<file path="src/rtl/tsc_pkg.sv">
package tsc_pkg;
  typedef enum logic [2:0] {
    SQ_IDLE,
    SQ_LOAD,
    SQ_WAIT,
    SQ_EVAL,
    SQ_HOLD
  } seq_state_e;
endpackage

</file>
<file path="src/rtl/tsc_sched.sv">
module tsc_sched
  import tsc_pkg::*;
#(
  parameter int NSAMP   = 8,
  parameter int TEMP_W  = 7,
  parameter int DWELL_W = 16,
  parameter int NPATH   = 3,
  parameter int LAT     = 4,
  localparam int IDX_W  = $clog2(NSAMP),
  localparam int PW     = $clog2(NPATH)
) (
  input  logic               clk,
  input  logic               rst_n,
  input  logic               start_i,
  input  logic [IDX_W-1:0]   last_i,
  input  logic               wr_en_i,
  input  logic [IDX_W-1:0]   wr_addr_i,
  input  logic [TEMP_W-1:0]  wr_temp_i,
  input  logic [DWELL_W-1:0] wr_dwell_i,
  output logic               eval_o,
  output logic [PW-1:0]      path_o,
  output logic [TEMP_W-1:0]  temp_o,
  output logic               done_o,
  output logic               busy_o
);
  localparam int LAT_W = $clog2(LAT + 1);

  logic [TEMP_W-1:0]  temp_mem  [NSAMP];
  logic [DWELL_W-1:0] dwell_mem [NSAMP];

  seq_state_e         state_q, state_d;
  logic [IDX_W-1:0]   idx_q, idx_d;
  logic [DWELL_W-1:0] dwell_q, dwell_d;
  logic [LAT_W-1:0]   lat_q, lat_d;
  logic [PW-1:0]      path_q, path_d;
  logic [TEMP_W-1:0]  pend_q, pend_d;
  logic [TEMP_W-1:0]  seen_q, seen_d;
  logic               done_q, done_d;

  // schedule table, written between runs
  always_ff @(posedge clk) begin
    if (wr_en_i) begin
      temp_mem[wr_addr_i]  <= wr_temp_i;
      dwell_mem[wr_addr_i] <= wr_dwell_i;
    end
  end

  always_comb begin
    state_d = state_q;
    idx_d   = idx_q;
    dwell_d = (dwell_q != '0) ? dwell_q - DWELL_W'(1) : dwell_q;
    lat_d   = lat_q;
    path_d  = path_q;
    pend_d  = pend_q;
    seen_d  = seen_q;
    done_d  = 1'b0;
    unique case (state_q)
      SQ_IDLE: begin
        if (start_i) begin
          idx_d   = '0;
          state_d = SQ_LOAD;
        end
      end
      SQ_LOAD: begin
        pend_d  = temp_mem[idx_q];
        dwell_d = dwell_mem[idx_q];
        lat_d   = '0;
        state_d = SQ_WAIT;
      end
      SQ_WAIT: begin
        // the new temperature becomes visible only after LAT cycles
        if (lat_q == LAT_W'(LAT - 1)) begin
          seen_d  = pend_q;
          path_d  = '0;
          state_d = SQ_EVAL;
        end else begin
          lat_d = lat_q + LAT_W'(1);
        end
      end
      SQ_EVAL: begin
        if (path_q == PW'(NPATH - 1)) begin
          done_d  = 1'b1;
          state_d = SQ_HOLD;
        end else begin
          path_d = path_q + PW'(1);
        end
      end
      SQ_HOLD: begin
        if (dwell_q == '0) begin
          if (idx_q == last_i) begin
            state_d = SQ_IDLE;
          end else begin
            idx_d   = idx_q + IDX_W'(1);
            state_d = SQ_LOAD;
          end
        end
      end
      default: state_d = SQ_IDLE;
    endcase
  end

  always_ff @(posedge clk or negedge rst_n) begin
    if (!rst_n) begin
      state_q <= SQ_IDLE;
      idx_q   <= '0;
      dwell_q <= '0;
      lat_q   <= '0;
      path_q  <= '0;
      pend_q  <= '0;
      seen_q  <= '0;
      done_q  <= 1'b0;
    end else begin
      state_q <= state_d;
      idx_q   <= idx_d;
      dwell_q <= dwell_d;
      lat_q   <= lat_d;
      path_q  <= path_d;
      pend_q  <= pend_d;
      seen_q  <= seen_d;
      done_q  <= done_d;
    end
  end

  assign eval_o = (state_q == SQ_EVAL);
  assign path_o = path_q;
  assign temp_o = seen_q;
  assign done_o = done_q;
  assign busy_o = (state_q != SQ_IDLE);
endmodule

</file>
<file path="src/rtl/tsc_map.sv">
module tsc_map #(
  parameter int NPATH   = 3,
  parameter int TBIN_W  = 3,
  parameter int DELAY_W = 8,
  localparam int PW     = $clog2(NPATH),
  localparam int NBIN   = 2 ** TBIN_W
) (
  input  logic               clk,
  input  logic               wr_en_i,
  input  logic [TBIN_W-1:0]  wr_bin_i,
  input  logic [PW-1:0]      wr_path_i,
  input  logic [DELAY_W-1:0] wr_delay_i,
  input  logic [TBIN_W-1:0]  rd_bin_i,
  input  logic [PW-1:0]      rd_path_i,
  output logic [DELAY_W-1:0] rd_delay_o
);
  logic [NPATH-1:0][DELAY_W-1:0] rd_word;

  for (genvar p = 0; p < NPATH; p++) begin : g_path
    logic [DELAY_W-1:0] mem [NBIN];
    always_ff @(posedge clk) begin
      if (wr_en_i && (wr_path_i == PW'(p))) begin
        mem[wr_bin_i] <= wr_delay_i;
      end
    end
    assign rd_word[p] = mem[rd_bin_i];
  end

  always_comb begin
    rd_delay_o = '0;
    for (int p = 0; p < NPATH; p++) begin
      if (rd_path_i == PW'(p)) begin
        rd_delay_o = rd_word[p];
      end
    end
  end
endmodule

</file>
<file path="src/rtl/tsc_decide.sv">
module tsc_decide #(
  parameter int DELAY_W  = 8,
  parameter int VCODE_W  = 4,
  parameter int STAGE_W  = 3,
  parameter int FINE_WIN = 8,
  parameter int UNIT_SH  = 4
) (
  input  logic [DELAY_W-1:0] delay_i,
  input  logic [DELAY_W-1:0] thresh_i,
  output logic [VCODE_W-1:0] vcode_o,
  output logic [STAGE_W-1:0] stages_o,
  output logic               oor_o
);
  localparam int MAXST = 2 ** STAGE_W - 1;
  localparam int ROUND = 2 ** UNIT_SH - 1;

  logic [DELAY_W-1:0] excess;
  logic [DELAY_W:0]   need;

  always_comb begin
    excess   = (delay_i > thresh_i) ? delay_i - thresh_i : '0;
    need     = ({1'b0, excess} + (DELAY_W + 1)'(ROUND)) >> UNIT_SH;
    vcode_o  = '0;
    stages_o = '0;
    oor_o    = 1'b0;
    if (excess != '0) begin
      if (excess <= DELAY_W'(FINE_WIN)) begin
        vcode_o = excess[VCODE_W-1:0];
      end else if (need > (DELAY_W + 1)'(MAXST)) begin
        stages_o = STAGE_W'(MAXST);
        oor_o    = 1'b1;
      end else begin
        stages_o = need[STAGE_W-1:0];
      end
    end
  end
endmodule

</file>
<file path="src/rtl/tsc_ctrl.sv">
module tsc_ctrl #(
  parameter int NPATH    = 3,
  parameter int NSAMP    = 8,
  parameter int TEMP_W   = 7,
  parameter int TBIN_W   = 3,
  parameter int DWELL_W  = 16,
  parameter int DELAY_W  = 8,
  parameter int VCODE_W  = 4,
  parameter int STAGE_W  = 3,
  parameter int FINE_WIN = 8,
  parameter int UNIT_SH  = 4,
  parameter int LAT      = 4,
  localparam int IDX_W   = $clog2(NSAMP),
  localparam int PW      = $clog2(NPATH),
  localparam int NTAP    = 2 ** STAGE_W
) (
  input  logic                       clk,
  input  logic                       rst_n,
  input  logic                       start_i,
  input  logic [DELAY_W-1:0]         thresh_i,
  input  logic [IDX_W-1:0]           sched_last_i,
  input  logic                       sched_we_i,
  input  logic [IDX_W-1:0]           sched_addr_i,
  input  logic [TEMP_W-1:0]          sched_temp_i,
  input  logic [DWELL_W-1:0]         sched_dwell_i,
  input  logic                       map_we_i,
  input  logic [TBIN_W-1:0]          map_bin_i,
  input  logic [PW-1:0]              map_path_i,
  input  logic [DELAY_W-1:0]         map_delay_i,
  output logic [NPATH*VCODE_W-1:0]   vcode_o,
  output logic [NPATH*STAGE_W-1:0]   stages_o,
  output logic [NPATH*NTAP-1:0]      tap_sel_o,
  output logic [NPATH-1:0]           oor_o,
  output logic                       done_o,
  output logic                       busy_o
);
  logic               eval;
  logic [PW-1:0]      eval_path;
  logic [TEMP_W-1:0]  seen_temp;
  logic [DELAY_W-1:0] map_delay;
  logic [VCODE_W-1:0] dec_vcode;
  logic [STAGE_W-1:0] dec_stages;
  logic               dec_oor;

  tsc_sched #(
    .NSAMP(NSAMP), .TEMP_W(TEMP_W), .DWELL_W(DWELL_W),
    .NPATH(NPATH), .LAT(LAT)
  ) u_sched (
    .clk        (clk),
    .rst_n      (rst_n),
    .start_i    (start_i),
    .last_i     (sched_last_i),
    .wr_en_i    (sched_we_i),
    .wr_addr_i  (sched_addr_i),
    .wr_temp_i  (sched_temp_i),
    .wr_dwell_i (sched_dwell_i),
    .eval_o     (eval),
    .path_o     (eval_path),
    .temp_o     (seen_temp),
    .done_o     (done_o),
    .busy_o     (busy_o)
  );

  tsc_map #(
    .NPATH(NPATH), .TBIN_W(TBIN_W), .DELAY_W(DELAY_W)
  ) u_map (
    .clk        (clk),
    .wr_en_i    (map_we_i),
    .wr_bin_i   (map_bin_i),
    .wr_path_i  (map_path_i),
    .wr_delay_i (map_delay_i),
    .rd_bin_i   (seen_temp[TEMP_W-1 -: TBIN_W]),
    .rd_path_i  (eval_path),
    .rd_delay_o (map_delay)
  );

  tsc_decide #(
    .DELAY_W(DELAY_W), .VCODE_W(VCODE_W), .STAGE_W(STAGE_W),
    .FINE_WIN(FINE_WIN), .UNIT_SH(UNIT_SH)
  ) u_decide (
    .delay_i  (map_delay),
    .thresh_i (thresh_i),
    .vcode_o  (dec_vcode),
    .stages_o (dec_stages),
    .oor_o    (dec_oor)
  );

  for (genvar p = 0; p < NPATH; p++) begin : g_path
    logic               upd;
    logic [VCODE_W-1:0] vc_q, vc_d;
    logic [STAGE_W-1:0] st_q, st_d;
    logic               oor_q, oor_d;
    logic [NTAP-1:0]    tap;

    assign upd = eval && (eval_path == PW'(p));

    always_comb begin
      vc_d  = vc_q;
      st_d  = st_q;
      oor_d = oor_q;
      if (upd) begin
        vc_d  = dec_vcode;
        st_d  = dec_stages;
        oor_d = dec_oor;
      end
    end

    always_ff @(posedge clk or negedge rst_n) begin
      if (!rst_n) begin
        vc_q  <= '0;
        st_q  <= '0;
        oor_q <= 1'b0;
      end else begin
        vc_q  <= vc_d;
        st_q  <= st_d;
        oor_q <= oor_d;
      end
    end

    // demultiplexer select for the stage tap
    always_comb begin
      tap       = '0;
      tap[st_q] = 1'b1;
    end

    assign vcode_o[p*VCODE_W +: VCODE_W]  = vc_q;
    assign stages_o[p*STAGE_W +: STAGE_W] = st_q;
    assign tap_sel_o[p*NTAP +: NTAP]      = tap;
    assign oor_o[p]                       = oor_q;
  end
endmodule

</file>
<file path="config.mk">
export PLATFORM = sky130hd
export DESIGN_NAME = tsc_ctrl
export DESIGN_NICKNAME = d
export VERILOG_FILES = /design/src/rtl/tsc_pkg.sv /design/src/rtl/tsc_sched.sv /design/src/rtl/tsc_map.sv /design/src/rtl/tsc_decide.sv /design/src/rtl/tsc_ctrl.sv
export SDC_FILE = /design/constraint.sdc
export NUM_CORES = 1
export LEC_CHECK = 0
export BUFFER_PORTS_ARGS = -buffer_cell sky130_fd_sc_hd__clkbuf_2
export CORE_ASPECT_RATIO = 1.5
export CORE_MARGIN = 2
export CORE_UTILIZATION = 50
export DETAILED_ROUTE_END_ITERATION = 10
export GPL_ROUTABILITY_DRIVEN = 0
export PLACE_DENSITY_LB_ADDON = 0.1
export REMOVE_ABC_BUFFERS = 1
export SYNTH_ARGS = -nofsm -noshare
export SYNTH_HDL_FRONTEND = slang
export SYNTH_SLANG_ARGS = --single-unit
</file>
<file path="constraint.sdc">
create_clock -name clk -period 9.05 [get_ports clk]
set_input_delay 0 -clock clk [delete_from_list [all_inputs] [get_ports clk]]
set_output_delay 0 -clock clk [all_outputs]
set_load 0.01 [all_outputs]
</file>
## Word-level counts from Yosys, hierarchy flattened

Memories as Yosys holds them, arrays and structs flattened. A register that Yosys moved wholly into a read port is not among the register bits.
Cells that the tools add are included.

| word-level totals | value |
|---|---|
| bits in writable memories | 376 |
| flip-flop bits (word level) | 59 |
| bits of input ports | 55 |
| word-level logic and storage cells | 124 |
| memories kept | 5 |

Memory list:

| name | depth | width | rd ports | clocked after memory_dff | wr ports | RTL line | source |
|---|---|---|---|---|---|---|---|
| u_sched.dwell_mem | 8 | 16 | 1 | 0 | 1 | tsc_sched.sv:29 | `logic [DWELL_W-1:0] dwell_mem [NSAMP];` |
| u_map.g_path[0].mem | 8 | 8 | 1 | 0 | 1 | tsc_map.sv:20 | `logic [DELAY_W-1:0] mem [NBIN];` |
| u_map.g_path[1].mem | 8 | 8 | 1 | 0 | 1 | tsc_map.sv:20 |  |
| u_map.g_path[2].mem | 8 | 8 | 1 | 0 | 1 | tsc_map.sv:20 |  |
| u_sched.temp_mem | 8 | 7 | 1 | 1 | 1 | tsc_sched.sv:28 | `logic [TEMP_W-1:0] temp_mem [NSAMP];` |

| operators by class | value |
|---|---|
| order comparisons | 9 |
| equality and inequality tests | 17 |
| add/subtract/negate cells | 6 |
| reductions and logical operators | 26 |
| multiplexer cells | 45 |

Operators by type and width:

| cell | number |
|---|---|
| $mux 3 | 11 |
| $mux 16 | 2 |
| $mux 8 | 4 |
| $mux 1 | 17 |
| $logic_not 16->1 | 1 |
| $reduce_bool 16->1 | 1 |
| $sub 16x1->16 const B | 1 |
| $pmux 3 s5 | 1 |
| $lt 3x4->1 const B | 3 |
| $pmux 3 s2 | 2 |
| $add 8x4->9 const B | 1 |
| $demux 1 s3 | 3 |
| $eq 3x2->1 const B | 3 |
| $ge 3x1->1 const B | 3 |
| $logic_and 1x1->1 | 9 |
| $gt 8x8->1 | 1 |
| $le 8x4->1 const B | 1 |
| $mux 4 | 2 |
| $ne 2x2->1 const B | 4 |
| $reduce_and 4->1 | 2 |
| $reduce_bool 2->1 | 4 |
| $reduce_bool 8->1 | 1 |
| $sub 8x8->8 | 1 |
| $add 3x1->3 const B | 2 |
| other kinds (16) | 23 |

## Depth between registers and ports, before layout

| depth | value |
|---|---|
| depth after elaboration | 11 |
| gate-level depth with buffers | 18 |
| depth with buffers taken out | 15 |

## By module

From an unflattened synthesis, not the netlist that was laid out.

| second synthesis, totals | value |
|---|---|
| cells, all modules | 1080 |
| area total of the unflattened synthesis | 18614.1 um^2 |

By module, submodules not included:

| module | seq. area each (um^2) | area an instance (um^2) | times used | cells an instance |
|---|---|---|---|---|
| tsc_sched | 6576.3 | 9186.3 | 1 | 506 |
| tsc_map | 5765.5 | 7613.6 | 1 | 394 |
| tsc_ctrl | 600.6 | 1121.1 | 1 | 85 |
| tsc_decide | 0.0 | 693.2 | 1 | 95 |

## Worst setup path after synthesis

Ideal clock, no wire load.

| path | value |
|---|---|
| kind | register to register |
| from | register u_sched.seen_q[4], in the netlist u_sched.temp_o[4] |
| to | register g_path[1].st_q[0] |
| data required time | 8.908 ns |
| buffers on the path | 3 |
| cell stages (with the launch flop) | 16 |
| arrival | 3.705 ns |
| path slack | 5.204 ns |
| setup time | 0.142 ns |
| clock period less this slack | 3.846 ns |
| cell sequence | dfrtp_1 clkbuf_1 buf_2 mux4_2 mux2_2 a211oi_1 a21oi_1 ha_1 buf_6 or3b_1 o2111ai_2 a311oi_4 o221ai_2 maj3_2 a211oi_2 a31oi_1 |

| on the way | value |
|---|---|
| word-level cells in the longest chain between the ends | 11 |
| elaborated cells between the ends (all ways) | 16 |

RTL lines:

| item | RTL line | source |
|---|---|---|
| from (decl) | tsc_sched.sv:37 | `logic [TEMP_W-1:0] seen_q, seen_d;` |
| from (signal assigned) | tsc_sched.sv:119 | `seen_q <= seen_d;` |
| $mem_v2 8x8 | -- |  |
| $mux 8 (2 in a row) | tsc_map.sv:32 | `if (rd_path_i == PW'(p)) begin` |
| $mux 8 (*) | tsc_map.sv:32 |  |
| $sub 8x8->8 / $gt 8x8->1 (equally long branches) | tsc_decide.sv:21 | `excess = (delay_i > thresh_i) ? delay_i - thresh_i : '0;` |
| $mux 8 (*) | tsc_decide.sv:21 |  |
| $add 8x4->9 | tsc_decide.sv:22 | `need = ({1'b0, excess} + (DELAY_W + 1)'(ROUND)) >> UNIT_SH;` |
| $gt 5x3->1 | tsc_decide.sv:29 | `end else if (need > (DELAY_W + 1)'(MAXST)) begin` |
| $mux 3 | tsc_decide.sv:29 |  |
| $mux 3 | tsc_decide.sv:27 | `if (excess <= DELAY_W'(FINE_WIN)) begin` |
| $mux 3 (*) | tsc_decide.sv:26 | `if (excess != '0) begin` |
| to (signal assigned) | tsc_ctrl.sv:115 | `st_q <= st_d;` |
| to (decl) | tsc_ctrl.sv:91 | `logic [STAGE_W-1:0] st_q, st_d;` |

Mark *: on every way between the ends. The rest lies on a longest branch, timed or not.
A chain may end at the register's enable or synchronous reset.

## Final worst setup path

| path | value |
|---|---|
| from | register u_sched.seen_q[4], in the netlist u_sched.temp_o[4] |
| to | register g_path[0].st_q[1] |

| on the way | value |
|---|---|
| word-level cells in the longest chain between the ends | 11 |
| elaborated cells between the ends (all ways) | 16 |

RTL lines:

| item | RTL line |
|---|---|
| $mem_v2 8x8 | -- |
| $mux 8 (2 in a row) | tsc_map.sv:32 |
| $mux 8 (*) | tsc_map.sv:32 |
| $sub 8x8->8 / $gt 8x8->1 (equally long branches) | tsc_decide.sv:21 |
| $mux 8 (*) | tsc_decide.sv:21 |
| $add 8x4->9 | tsc_decide.sv:22 |
| $gt 5x3->1 | tsc_decide.sv:29 |
| $mux 3 | tsc_decide.sv:29 |
| $mux 3 | tsc_decide.sv:27 |
| $mux 3 (*) | tsc_decide.sv:26 |
| to (signal assigned) | tsc_ctrl.sv:115 |
| to (decl) | tsc_ctrl.sv:91 |

Marks and branches as above.

==> results <==
- The run finished with clean final reports.
- The number of buffers inserted for hold repair after clock tree synthesis is 27.
- The worst register-to-register path has a setup slack of between 3 and 4 ns.
- After clock tree synthesis, the clock-pin slew on the worst setup and hold paths is roughly 0.06 ns.
- The cell taking the most area after synthesis is sky130_fd_sc_hd__edfxtp_1.
- The first global-routing pass estimated 53300 µm of wire.
- For this configuration, the core starts out at a cell density of 50.4%.
- The multi-input combinational cells in the finished layout cover a total of about 4700 µm².
- Once layout is done, the placed cells without fillers occupy 19100 µm².
- The number of warning messages in the yosys log is 0.
- The average via count per standard cell is 5.66.
- The final instance count without filler cells is between 1500 and 2000.
- For the worst setup path, the data required time is between 9 and 10 ns.
- The first routing iteration left 652 violations.
- The critical path endpoint category is a flop.
- Port buffering added 100 buffers.
- The total global routing overflow is 0.
- The share of flip-flops with an asynchronous set or reset after synthesis is between 10% and 20%.
- For this design the top-level I/O count stands at roughly 110.
- The overall die width is between 150 and 200 µm.
- The CTS tree is done.
- Adding up every negative setup slack in the final design gives 0 ns.
- The area growth from synthesis to layout is 13.9%.
- The total of fill cells in the finished design is 2627.
- The setup path with the least slack is of type flop to flop.
- The worst path uses approximately three fifths of the clock period.
- VDD sags by at most 0.000172 V.
- The final setup slack of the worst path is 3.71 ns.
- The highest clock frequency the design can meet is 0.187 GHz.
- Before CTS, the worst setup slack after placement is roughly 3.7 ns.
- Setup repair after global routing left no endpoint under its margin.
- In this run the remaining antenna-violating nets after routing total 0.
- The class of the tightest hold or removal check is input pin to flop.
- The number of synthesized register bits is 402.
- The antenna cell count is 0.
- After synthesis, the cell types taking the most area are sky130_fd_sc_hd__edfxtp_1 62%, sky130_fd_sc_hd__mux4_2 12%, sky130_fd_sc_hd__dfrtp_1 8.7%, sky130_fd_sc_hd__mux2i_1 1.9%, sky130_fd_sc_hd__nor2_1 1.4%.
- The number of antenna violations at the first check in global routing is 0.
- The region available for standard cell placement spans 33200 µm².
- For the pin with the worst max-slew slack, the measured transition is 1.00 ns.
- Before antenna repair, the detailed router went through 5 iterations.
- The data arrival time of the critical path is between 5 and 6 ns.
- The depth of the CTS H-tree is 2.
- Dividing the detail-routed wire length by the instance count gives 22.2 µm.
- The number of standard-cell rows in the floorplan is 82.
- For this block, the via count after detailed routing is around 8700.
- The synthesized cell area is 16800 µm².
- The detailed-route DRC error count is 0.
- The final count of negative-setup-slack endpoints is 0.
- Of the cells placed in the final design, the portion with a size suffix greater than 1 is 26.7%.
- The flip-flop cell with the highest count after synthesis is sky130_fd_sc_hd__edfxtp_1.
- The via count of the first global-routing pass is 9180.
- The mean instance size in the synthesized netlist is 17.2 µm².
- The peak fanout along the critical path is 27.
- The clock latency of the later-clocked register in the worst-skew pair is 0.53 ns.
- After the last flow step, the layout net total stands at 1168.
- Leaving out fill and tap cells, the most frequent cells in the layout are 344 x sky130_fd_sc_hd__edfxtp_1, 100 x sky130_fd_sc_hd__clkbuf_2, 86 x sky130_fd_sc_hd__mux4_2, 60 x sky130_fd_sc_hd__nand2_1, 55 x sky130_fd_sc_hd__nor2_1.
- The final number of hold-violating endpoints is 0.
- After detailed placement, the design holds a cell count of 1450.
- Summing all flip-flop and latch instances after layout gives 11800 µm².
- In this run, CTS created clock tree buffers numbering 38.
- The total length of routed wires is around 34000 µm.
- The tool flagged a number of max-cap violations equal to 0.
- The clock root buffer is sky130_fd_sc_hd__clkbuf_16.
- After technology mapping, the gate count stands at 975.
- The share of synthesized area occupied by flip-flops and latches is 70.3%.
- The CTS sink count is 402.
- The vertical die dimension is 228 µm.
- Global routing used 20.0% of the available tracks.
- The most common library cell in the layout ignoring fill and taps is sky130_fd_sc_hd__edfxtp_1.
- The half-perimeter wire length after detailed placement is 21400 µm.
- Headroom to the max-slew limit came out at 32.5%.
- The share of the synthesized area in the top cell type is 61.6%.
- The cell area after placement is 17700 µm².
- Subtracting the final worst setup slack from the clock period gives 5.34 ns.
- The number of pins with negative max-slew slack in the final report is 0.
- The cell area power density is 300 nW/µm².
- After clock tree synthesis, the repair step resized 0 gates.
- For the final database, setup skew stands at 0.0177 ns.
- The total leakage power is roughly 6.6 nW.
- The post-synthesis cell type count is just over 60.
- After clock tree synthesis, the setup repair step added 0 buffers.
- STA classifies the critical path startpoint as a flop.
- In this run the deepest clock path goes through 3 buffers.
- The total die area is 35000 µm².
- The number of synthesized flops with an enable pin is roughly 340.
- Entering global routing, the biggest net connects 59 pins.
[power breakdown]
part	internal [W]	switching [W]
Sequential	0.00215	0.000191
Combinational	0.000850	0.00105
Clock	0.000824	0.000666
Total	0.00382	0.00191
[metal layers]
| layer | track usage, % | vias to the layer above | share of wire, % |
|---|---|---|---|
| met3 | 2.68 | 46 | 3.1 |
| li1 | - | 4086 | - |
| met2 | 37.4 | 146 | 55 |
| met5 | 0 | - | 0 |
| met1 | 24.1 | 4466 | 39 |
| met4 | 5.39 | 0 | 2.2 |
[final cells by class]
class                      instances  area share, %
clock buffer                      47           5.27
multi-input combinational        494           24.4
clock inverter                    21          0.787
timing repair buffer             141           4.59
tap                              420           2.75
sequential                       402           61.8
inverter                          20          0.394
[path summary, 6_finish.rpt]
path,start,end,cells after the start
max in group asynchronous,rst_n,u_sched.temp_o[4],3
worst max-delay path,u_sched.temp_o[4],g_path[0].st_q[1],14
worst min-delay path,sched_we_i,u_sched.temp_mem[2][5],3
worst max register to register,u_sched.temp_o[4],g_path[0].st_q[1],14
min in group asynchronous,rst_n,g_path[2].st_q[0],3
worst min register to register,u_sched.pend_q[5],u_sched.pend_q[5],2
[sequential cells by signal (all words and copies together) (netlist names)]
signal	cells
u_sched.lat_q	3
u_sched.done_o	1
u_sched.temp_o	3
u_sched.temp_mem	24
u_sched.dwell_mem	128
g_path.st_q	9
u_sched.state_q	3
u_sched.path_o	2
g_path.vc_q	12
u_map.g_path.mem	192
u_sched.dwell_q	16
u_sched.idx_q	3
g_path.oor_q	3
u_sched.pend_q	3
[critical path: stages, from the launching register on]
cell	delay (ns)
sky130_fd_sc_hd__dfrtp_4	0.74
sky130_fd_sc_hd__buf_4	0.56
sky130_fd_sc_hd__mux4_2	0.57
sky130_fd_sc_hd__mux2i_1	0.30
sky130_fd_sc_hd__nor2_1	0.08
sky130_fd_sc_hd__a211oi_1	0.37
sky130_fd_sc_hd__a21oi_1	0.16
sky130_fd_sc_hd__ha_1	0.37
sky130_fd_sc_hd__nand2b_1	0.07
sky130_fd_sc_hd__a21oi_1	0.23
sky130_fd_sc_hd__xor2_1	0.77
sky130_fd_sc_hd__o2111ai_1	0.33
sky130_fd_sc_hd__and2_1	0.24
sky130_fd_sc_hd__o21a_1	0.21
sky130_fd_sc_hd__o31ai_1	0.23
[cells in the mapped netlist, types with 10 or more instances]
cell type	instances
sky130_fd_sc_hd__a21oi_1	29
sky130_fd_sc_hd__clkbuf_1	32
sky130_fd_sc_hd__mux2i_1	31
sky130_fd_sc_hd__xor2_1	12
sky130_fd_sc_hd__a211oi_1	14
sky130_fd_sc_hd__nor3b_1	11
sky130_fd_sc_hd__mux4_2	86
sky130_fd_sc_hd__ha_1	15
sky130_fd_sc_hd__nor2b_1	10
sky130_fd_sc_hd__buf_2	13
sky130_fd_sc_hd__inv_1	20
sky130_fd_sc_hd__o41ai_1	12
sky130_fd_sc_hd__dfrtp_1	58
sky130_fd_sc_hd__nor3_1	17
sky130_fd_sc_hd__edfxtp_1	344
sky130_fd_sc_hd__nand2_1	60
sky130_fd_sc_hd__nor2_1	61
sky130_fd_sc_hd__o21ai_0	19
sky130_fd_sc_hd__mux2_2	12
[kinds of logic after synthesis]
group / after synthesis / synth area share (%)
AND/OR/NAND/NOR: 217 / 6.44
XOR/XNOR: 21 / 1.10
adder cells (fa/ha/maj): 17 / 1.31
multiplexers: 129 / 14.2
AO/OA/AOI/OAI: 110 / 4.57
flip-flops: 402 / 70.3
buffers and inverters: 79 / 2.05
[through the flow]
step                      hold slack (ns)  utilization, %  power (W)
final                              0.0313            57.4    0.00573
after detailed placement            0.219            53.1    0.00430
after CTS                         0.00998            57.4    0.00581
after floorplan                    -0.296               -    0.00374
after global placement              0.212            53.1    0.00428
after global routing               0.0404            57.4    0.00607
(Power assumes the default switching activity.)
